`config.mk`:
```
export PLATFORM = sky130hd
export DESIGN_NAME = neuron_eval_unit
export DESIGN_NICKNAME = d
export VERILOG_FILES = /design/src/rtl/neuron_eval_pkg.sv /design/src/rtl/neuron_operand_split.sv /design/src/rtl/neuron_popcount.sv /design/src/rtl/neuron_step_stage.sv /design/src/rtl/neuron_eval_unit.sv
export SDC_FILE = /design/constraint.sdc
export NUM_CORES = 1
export LEC_CHECK = 0
export BUFFER_PORTS_ARGS = -buffer_cell sky130_fd_sc_hd__buf_2
export CAP_MARGIN = 20
export CORE_MARGIN = 1.5
export CORE_UTILIZATION = 39
export CTS_CLUSTER_DIAMETER = 60
export DETAILED_ROUTE_END_ITERATION = 12
export GPL_TIMING_DRIVEN = 0
export HOLD_SLACK_MARGIN = 0.06
export PLACE_DENSITY = 0.86
export SLEW_MARGIN = 25
export SYNTH_ARGS = -nofsm -noshare
export SYNTH_HDL_FRONTEND = slang
export SYNTH_HIERARCHICAL = 1
export SYNTH_SLANG_ARGS = --single-unit
```
`constraint.sdc`:
```
create_clock -name clk -period 2.7 [get_ports clk]
set_input_delay 0.135 -clock clk [delete_from_list [all_inputs] [get_ports clk]]
set_output_delay 0.135 -clock clk [all_outputs]
set_load 0.02 [all_outputs]
```
`src/rtl/neuron_eval_pkg.sv`:
```
package neuron_eval_pkg;

   // Popcount implementation variant
   typedef enum logic [0:0] {
      PC_RIPPLE = 1'b0,   // chained adders built by generate
      PC_LOOP   = 1'b1    // behavioural loop, left to synthesis
   } pc_style_e;

   function automatic int unsigned max2(input int unsigned a, input int unsigned b);
      return (a > b) ? a : b;
   endfunction

endpackage

```
`src/rtl/neuron_operand_split.sv`:
```
module neuron_operand_split #(
   parameter int unsigned XLEN   = 32,
   parameter int unsigned VEC_W  = 8,
   parameter int unsigned BIAS_W = 5
) (
   input  logic [XLEN-1:0]   rs1,
   input  logic [XLEN-1:0]   rs2,
   output logic [VEC_W-1:0]  exc_hits,
   output logic [VEC_W-1:0]  inh_hits,
   output logic [BIAS_W-1:0] bias_raw
);
   localparam int unsigned INH_LSB  = VEC_W;
   localparam int unsigned BIAS_LSB = 2 * VEC_W;
   localparam int unsigned USED_W   = BIAS_LSB + BIAS_W;

   logic [VEC_W-1:0] in_vec;

   assign in_vec   = rs1[VEC_W-1:0];
   assign exc_hits = in_vec & rs2[VEC_W-1:0];
   assign inh_hits = in_vec & rs2[INH_LSB +: VEC_W];
   assign bias_raw = rs2[BIAS_LSB +: BIAS_W];

   // Upper operand bits are deliberately ignored
   generate
      if (XLEN > USED_W) begin : g_spare2
         logic unused_rs2_hi;
         assign unused_rs2_hi = ^rs2[XLEN-1:USED_W];
      end
      if (XLEN > VEC_W) begin : g_spare1
         logic unused_rs1_hi;
         assign unused_rs1_hi = ^rs1[XLEN-1:VEC_W];
      end
   endgenerate
endmodule

```
`src/rtl/neuron_popcount.sv`:
```
module neuron_popcount
   import neuron_eval_pkg::*;
#(
   parameter int unsigned W     = 8,
   parameter pc_style_e   STYLE = PC_RIPPLE,
   parameter int unsigned CNT_W = $clog2(W + 1)
) (
   input  logic [W-1:0]     bits_i,
   output logic [CNT_W-1:0] count_o
);
   generate
      if (STYLE == PC_RIPPLE) begin : g_ripple
         for (genvar i = 0; i < W; i++) begin : g_stage
            logic [CNT_W-1:0] acc;
            if (i == 0) begin : g_first
               assign acc = CNT_W'(bits_i[0]);
            end else begin : g_next
               assign acc = g_stage[i-1].acc + CNT_W'(bits_i[i]);
            end
         end
         assign count_o = g_stage[W-1].acc;
      end else begin : g_loop
         always_comb begin
            count_o = '0;
            for (int i = 0; i < W; i++) begin
               count_o = count_o + CNT_W'(bits_i[i]);
            end
         end
      end
   endgenerate
endmodule

```
`src/rtl/neuron_step_stage.sv`:
```
module neuron_step_stage #(
   parameter int unsigned XLEN   = 32,
   parameter int unsigned CNT_W  = 4,
   parameter int unsigned BIAS_W = 5,
   parameter int unsigned SUM_W  = 7
) (
   input  logic              clk,
   input  logic              rst_n,
   input  logic              valid_i,
   input  logic [CNT_W-1:0]  exc_cnt_i,
   input  logic [CNT_W-1:0]  inh_cnt_i,
   input  logic [BIAS_W-1:0] bias_i,
   output logic              done_o,
   output logic [XLEN-1:0]   result_o
);
   logic [SUM_W-1:0] exc_ext;
   logic [SUM_W-1:0] inh_ext;
   logic [SUM_W-1:0] bias_ext;
   logic [SUM_W-1:0] sum;
   logic             fire;

   always_comb begin
      exc_ext  = {{(SUM_W-CNT_W){1'b0}}, exc_cnt_i};
      inh_ext  = {{(SUM_W-CNT_W){1'b0}}, inh_cnt_i};
      bias_ext = {{(SUM_W-BIAS_W){bias_i[BIAS_W-1]}}, bias_i};
      sum      = exc_ext - inh_ext + bias_ext;
      fire     = ~sum[SUM_W-1];
   end

   always_ff @(posedge clk) begin
      if (!rst_n) begin
         done_o   <= 1'b0;
         result_o <= '0;
      end else begin
         done_o <= valid_i;
         if (valid_i) begin
            result_o <= {{(XLEN-1){1'b0}}, fire};
         end
      end
   end
endmodule

```
`src/rtl/neuron_eval_unit.sv`:
```
module neuron_eval_unit
   import neuron_eval_pkg::*;
#(
   parameter int unsigned XLEN     = 32,
   parameter int unsigned VEC_W    = 8,
   parameter int unsigned BIAS_W   = 5,
   parameter pc_style_e   PC_STYLE = PC_RIPPLE
) (
   input  logic            clk,
   input  logic            rst_n,
   input  logic            start,
   input  logic [XLEN-1:0] rs1,
   input  logic [XLEN-1:0] rs2,
   output logic            done,
   output logic [XLEN-1:0] result
);
   localparam int unsigned CNT_W = $clog2(VEC_W + 1);
   localparam int unsigned SUM_W = max2(CNT_W, BIAS_W) + 2;

   // Elaboration-time parameter checks
   generate
      if (VEC_W < 1) begin : g_bad_vec
         $error("VEC_W must be at least 1");
      end
      if (BIAS_W < 2) begin : g_bad_bias
         $error("BIAS_W must be at least 2");
      end
      if (XLEN < 2 * VEC_W + BIAS_W) begin : g_bad_xlen
         $error("XLEN too small for the packed operand fields");
      end
   endgenerate

   logic [VEC_W-1:0]  exc_hits;
   logic [VEC_W-1:0]  inh_hits;
   logic [BIAS_W-1:0] bias_raw;
   logic [CNT_W-1:0]  exc_cnt;
   logic [CNT_W-1:0]  inh_cnt;

   neuron_operand_split #(
      .XLEN  (XLEN),
      .VEC_W (VEC_W),
      .BIAS_W(BIAS_W)
   ) split_i (
      .rs1     (rs1),
      .rs2     (rs2),
      .exc_hits(exc_hits),
      .inh_hits(inh_hits),
      .bias_raw(bias_raw)
   );

   neuron_popcount #(.W(VEC_W), .STYLE(PC_STYLE), .CNT_W(CNT_W)) exc_pc_i (
      .bits_i (exc_hits),
      .count_o(exc_cnt)
   );

   neuron_popcount #(.W(VEC_W), .STYLE(PC_STYLE), .CNT_W(CNT_W)) inh_pc_i (
      .bits_i (inh_hits),
      .count_o(inh_cnt)
   );

   // Stage 1: counts and bias
   logic              s1_valid;
   logic [CNT_W-1:0]  s1_exc;
   logic [CNT_W-1:0]  s1_inh;
   logic [BIAS_W-1:0] s1_bias;

   always_ff @(posedge clk) begin
      if (!rst_n) begin
         s1_valid <= 1'b0;
         s1_exc   <= '0;
         s1_inh   <= '0;
         s1_bias  <= '0;
      end else begin
         s1_valid <= start;
         if (start) begin
            s1_exc  <= exc_cnt;
            s1_inh  <= inh_cnt;
            s1_bias <= bias_raw;
         end
      end
   end

   // Stage 2: signed sum and step
   neuron_step_stage #(
      .XLEN  (XLEN),
      .CNT_W (CNT_W),
      .BIAS_W(BIAS_W),
      .SUM_W (SUM_W)
   ) step_i (
      .clk      (clk),
      .rst_n    (rst_n),
      .valid_i  (s1_valid),
      .exc_cnt_i(s1_exc),
      .inh_cnt_i(s1_inh),
      .bias_i   (s1_bias),
      .done_o   (done),
      .result_o (result)
   );
endmodule

```
Yosys cells after proc, flatten, opt, wreduce, memory -nomap -nowiden
Index checks and enable logic that the tools add are counted.
- output and inout port bits: 33
- input bits: 67
- word-level logic and storage cells: 25
- flip-flop bits (word level): 16
- bitwise operators: 3
- add/subtract/negate cells: 16
- operator list (cell ; count):
    adder 4 x 1 -> 4 bit ; 12
    bitwise AND 8 bit ; 2
    adder 7 bit ; 1
    subtractor 4 x 4 -> 5 bit ; 1
    adder 1 x 1 -> 2 bit ; 2
    inverter 1 bit ; 1

Logic depth before layout (Yosys ltp)
- depth in word-level cells: 8
- depth in mapped cells: 12
- mapped depth without buffers: 12

Cells and area by module
Netlist, hierarchy kept.
- by module, submodules not included (module ; cells each ; times used ; sequential area each (µm²) ; area an instance (µm²)):
    neuron_eval_unit ; 44 ; 1 ; 280.3 ; 534.3
    neuron_step_stage ; 64 ; 1 ; 40.0 ; 526.8
    neuron_popcount ; 24 ; 2 ; 0.0 ; 190.2
    neuron_operand_split ; 21 ; 1 ; 0.0 ; 137.6

Worst setup path after synthesis
No wires, ideal clock.
- path kind: input-to-reg
- start point: in rs2[0]
- end point: reg s1_exc[1]
- path buffers: 0
- setup time: 0.116 ns
- slack: 0.007 ns
- data arrival time: 2.577 ns
- data required time: 2.584 ns
- stages on the path: 12
- cell sequence: and2_1 -> inv_1 -> fa_1 -> fa_1 -> fa_1 -> inv_1 -> ha_1 -> inv_1 -> fa_1 -> inv_1 -> mux2i_1 -> nor2b_1
- longest elaborated chain between the ends: 8
- ends and longest elaborated chain (element ; RTL line ; RTL):
    start, declared ; neuron_eval_unit.sv:13 ; input logic [XLEN-1:0] rs2,
    bitwise AND 8 bit ; neuron_operand_split.sv:19 ; assign exc_hits = in_vec & rs2[VEC_W-1:0];
    adder 1 x 1 -> 2 bit ; neuron_popcount.sv:18 ; assign acc = g_stage[i-1].acc + CNT_W'(bits_i[i]);
    adder 4 x 1 -> 4 bit (6 in a row) ; neuron_popcount.sv:18 ;
    via exc_cnt[1] ; neuron_eval_unit.sv:36 ; logic [CNT_W-1:0] exc_cnt;
    end signal, assigned ; neuron_eval_unit.sv:76 ; s1_exc <= exc_cnt;
    end, declared ; neuron_eval_unit.sv:63 ; logic [CNT_W-1:0] s1_exc;
The timed path passes the listed nets, and every way through them passes these cells.
A chain may end at the register's enable or synchronous reset.

Worst setup path in the final report
- start point: in rs1[1]
- end point: reg s1_inh[1]
- longest elaborated chain between the ends: 8
- ends and longest elaborated chain (element ; RTL line ; RTL):
    start, declared ; neuron_eval_unit.sv:12 ; input logic [XLEN-1:0] rs1,
    bitwise AND 8 bit ; neuron_operand_split.sv:20 ; assign inh_hits = in_vec & rs2[INH_LSB +: VEC_W];
    via inh_hits[1] ; neuron_eval_unit.sv:34 ; logic [VEC_W-1:0] inh_hits;
    adder 1 x 1 -> 2 bit ; neuron_popcount.sv:18 ;
    adder 4 x 1 -> 4 bit (6 in a row) ; neuron_popcount.sv:18 ;
    via inh_cnt[1] ; neuron_eval_unit.sv:37 ; logic [CNT_W-1:0] inh_cnt;
    end signal, assigned ; neuron_eval_unit.sv:77 ; s1_inh <= inh_cnt;
    end, declared ; neuron_eval_unit.sv:64 ; logic [CNT_W-1:0] s1_inh;
The timed path passes the listed nets, and every way through them passes these cells.

==> flow_summary.toml <==
[min_path]
hold_class = "input pin to flip-flop"

[detailed_routing]
vias_per_cell = 4.01
drc_errors = 0
wl_um = 2570
drtAntennaViolNets = 0
wl_per_cell_um = 9.00
drtIter0Drc = 11
dr.pass1.iters = 2
vias = 1148

[floorplan]
die_w_um = 66.6
die_area_mm2 = 0.00444
floorplan.initialDensity_pct = 41.9
die_h_um = 66.6
rows = 22
core_mm2 = 0.00377
ios = 100

[global_route]
grt_pass1_vias = 1072
grt_max_degree = 11
grt_overflow = 0
antenna_found_initial = 0
grt_pass1_wl_um = 4080
grt_use_total_pct = 12.2

[critical_path]
required_ns = 2.85
crit_path_end = "s1_inh[1]$_SDFFE_PN0P_"
path_depth = 13
cp.arrival_ns = 2.80
startpoint_type = "input pin"
crit_path_max_incr_delay_ns = 0.52
crit_buf_inv = 5
r2r_start = "s1_exc[0]$_SDFFE_PN0P_"
endpoint_kind = "flip-flop"
cp_cell_sequence = "buf_2 > and2_1 > inv_2 > fa_1 > fa_1 > fa_1 > inv_2 > ha_4 > inv_2 > fa_2 > inv_1 > mux2i_1 > nor2b_1"
r2r_slack_ns = 0.57
crit_path_top_delay_cell = "fa_1"
critPathKind = "input pin to flip-flop"
rr_worst_depth = 10
crit_path_max_fanout = 2
crit_start = "rs1[1]"
crit_family = "adder cells"
r2r-end = "step_i/result_o[0]$_SDFFE_PN0P_"

[cts]
clk_pin_slew_worst_paths_ns = 0.06
clock_sinks = 16
cts_tree = "built"
cts_hold_buf = 0
cts_max_level = 1
clk_latency_ns = 0.26
cts_buffers = 3
cts_root_buf = "clkbuf_8"
clk_path_buf_depth = 2

[sta]
fin_ws_ns = 0.0468
rsz0062_at_grt = "yes"
fmax_mhz = 377
whs_ns = 0.139
fin_crit_ns = 2.65
hold_viol = 0
fin_crit_sh_pct = 98.3
drv_slew = 0
setup_viol = 0
skew_ns = 0.00577

[finish]
final_cell_count_no_fill = 286
nets = 329
fillers = 359
diodes = 0
multiInputGateArea_um2 = 970
drive_above_1_share_pct = 36.1
postLayoutCellArea_mm2 = 0.00198
register_area_um2 = 320
area_growth_pct = 25.5

[pwr]
power_mw = 0.878
leakage_nw = 1.08
vdd.ir_drop.worst_mv = 0.185
p_per_area_mw_per_mm2 = 443

[yosys]
synth_top_family_by_area = "buffers and inverters"
synth_compound_area_share_pct = 3.41
synthXorXnorAreaFrac_pct = 2.22
yosys.area.top_type = "dfxtp_1"
synth.avg_cell_area_um2 = 8.92
synth-seq-cells = 16
syn-instance-count = 177
ys_seq_area_share_pct = 20.3
ys_warn_count = 6
netlist_area_mm2 = 0.00158
synth_mux_area_share_pct = 8.24
synth_top_area_share_pct = 20.3
synth_fa_ha_area_share_pct = 22.5
yosys-top-cells-area = "dfxtp_1, buf_4, fa_1"
yosys.area_share.simple_pct = 15.9
yosysUniqueCellTypes = 25

[placed_design]
dpl.cell_count = 282
place_ws_ns = -0.235
place_area_mm2 = 0.00189
port_buffers = 27
dp_hpwl_um = 2210
gp_congestion = 0.755

[flow_run]
maxCapViolations = 0

[status]
status = "finished clean"
## logic make-up (layout without fill, tap and decap cells)
| family | count (synthesis) | in the layout |
|---|---|---|
| buffers and inverters | 72 | 103 |
| and+or+nand+nor | 39 | 39 |
| adders and majority gates | 23 | 23 |
| DFF | 16 | 16 |
| muxes | 13 | 13 |
| AOI/OAI and AO/OA | 9 | 9 |
| xor gates and xnor gates | 4 | 4 |
| other | 1 | 31 |
## flip-flops by register name (all words and copies together), names as in the netlist
signal	cells
s1_bias	5
s1_exc	4
s1_inh	4
s1_valid	1
step_i/done_o	1
step_i/result_o	1
## cells in the mapped netlist
library cell   n
buf_4         36
inv_1         33
and2_1        17
dfxtp_1       16
nor2b_1       15
ha_1          14
mux2i_1       13
fa_1           9
a21oi_1        5
xnor2_1        3
a21o_1         2
a21boi_1       1
a31oi_1        1
and2_2         1
and2b_2        1
buf_12         1
buf_6          1
clkbuf_1       1
conb_1         1
nand2_1        1
nand4_1        1
nand4b_1       1
or2b_1         1
or3b_1         1
xor2_1         1
## what timing repair did
item / in CTS / in global routing
buffers inserted: 0 / 0
resized for setup: 0 / 18
endpoints found under the setup margin: 0 / 4
## per-layer routing
metal | global-route usage [%] | routed length, um | vias up
met5 | 0 | 0 | -
met4 | 7.40 | 65 | 0
met3 | 1.18 | 146 | 7
met2 | 24.3 | 1410 | 42
met1 | 11.7 | 950 | 506
li1 | - | - | 593
## area by class of cell
class / count / share of cell area, %
timing repair buffer: 27 / 7.45
tap: 48 / 3.03
sequential: 16 / 16.2
inverter: 33 / 6.25
buffer: 39 / 15.4
multi-input combinational: 119 / 48.9
clock buffer: 4 / 2.78
## power breakdown
part | switching, mW | internal [mW] | total [mW]
logic | 0.195 | 0.195 | 0.390
clock network | 0.0873 | 0.130 | 0.217
registers | 0.0129 | 0.258 | 0.271
## stage by stage
step | util, % | TNS, ns
global route | 52.6 | -0.136
detailed placement | 50.0 | -0.897
global placement | 50.0 | -0.560
floorplan | - | 0
finish | 52.6 | 0
CTS | 51.5 | 0
## placed cells by master (no fill, tap or decap), drive strengths merged, types with 9 or more instances in the layout
master and instances:
inv 33, nor2b 15, fa 9, ha 14, buf 65, mux2i 13, conb 31, and2 18
dfxtp 16
## tightest hold or removal path: stages
cell and delay, ns:
buf_4 0.07, mux2i_1 0.05, nor2b_1 0.09
## worst min path at each step
| stage | from | end | slack [ns] | cells after the start |
|---|---|---|---|---|
| 6_report | rs2[18] | s1_bias[2]$_SDFFE_PN0P_ | 0.14 | 3 |
| 5_1_grt | rs2[18] | s1_bias[2]$_SDFFE_PN0P_ | 0.15 | 3 |
| 4_1_cts | rs2[16] | s1_bias[0]$_SDFFE_PN0P_ | 0.14 | 3 |
| 3_5_place_dp | rs2[17] | s1_bias[1]$_SDFFE_PN0P_ | 0.40 | 3 |
| 3_3_place_gp | rs2[16] | s1_bias[0]$_SDFFE_PN0P_ | 0.39 | 3 |
| 2_1_floorplan | rst_n | step_i/done_o$_SDFF_PN0_ | 0.26 | 1 |
Power figures use the tool's default switching activity.
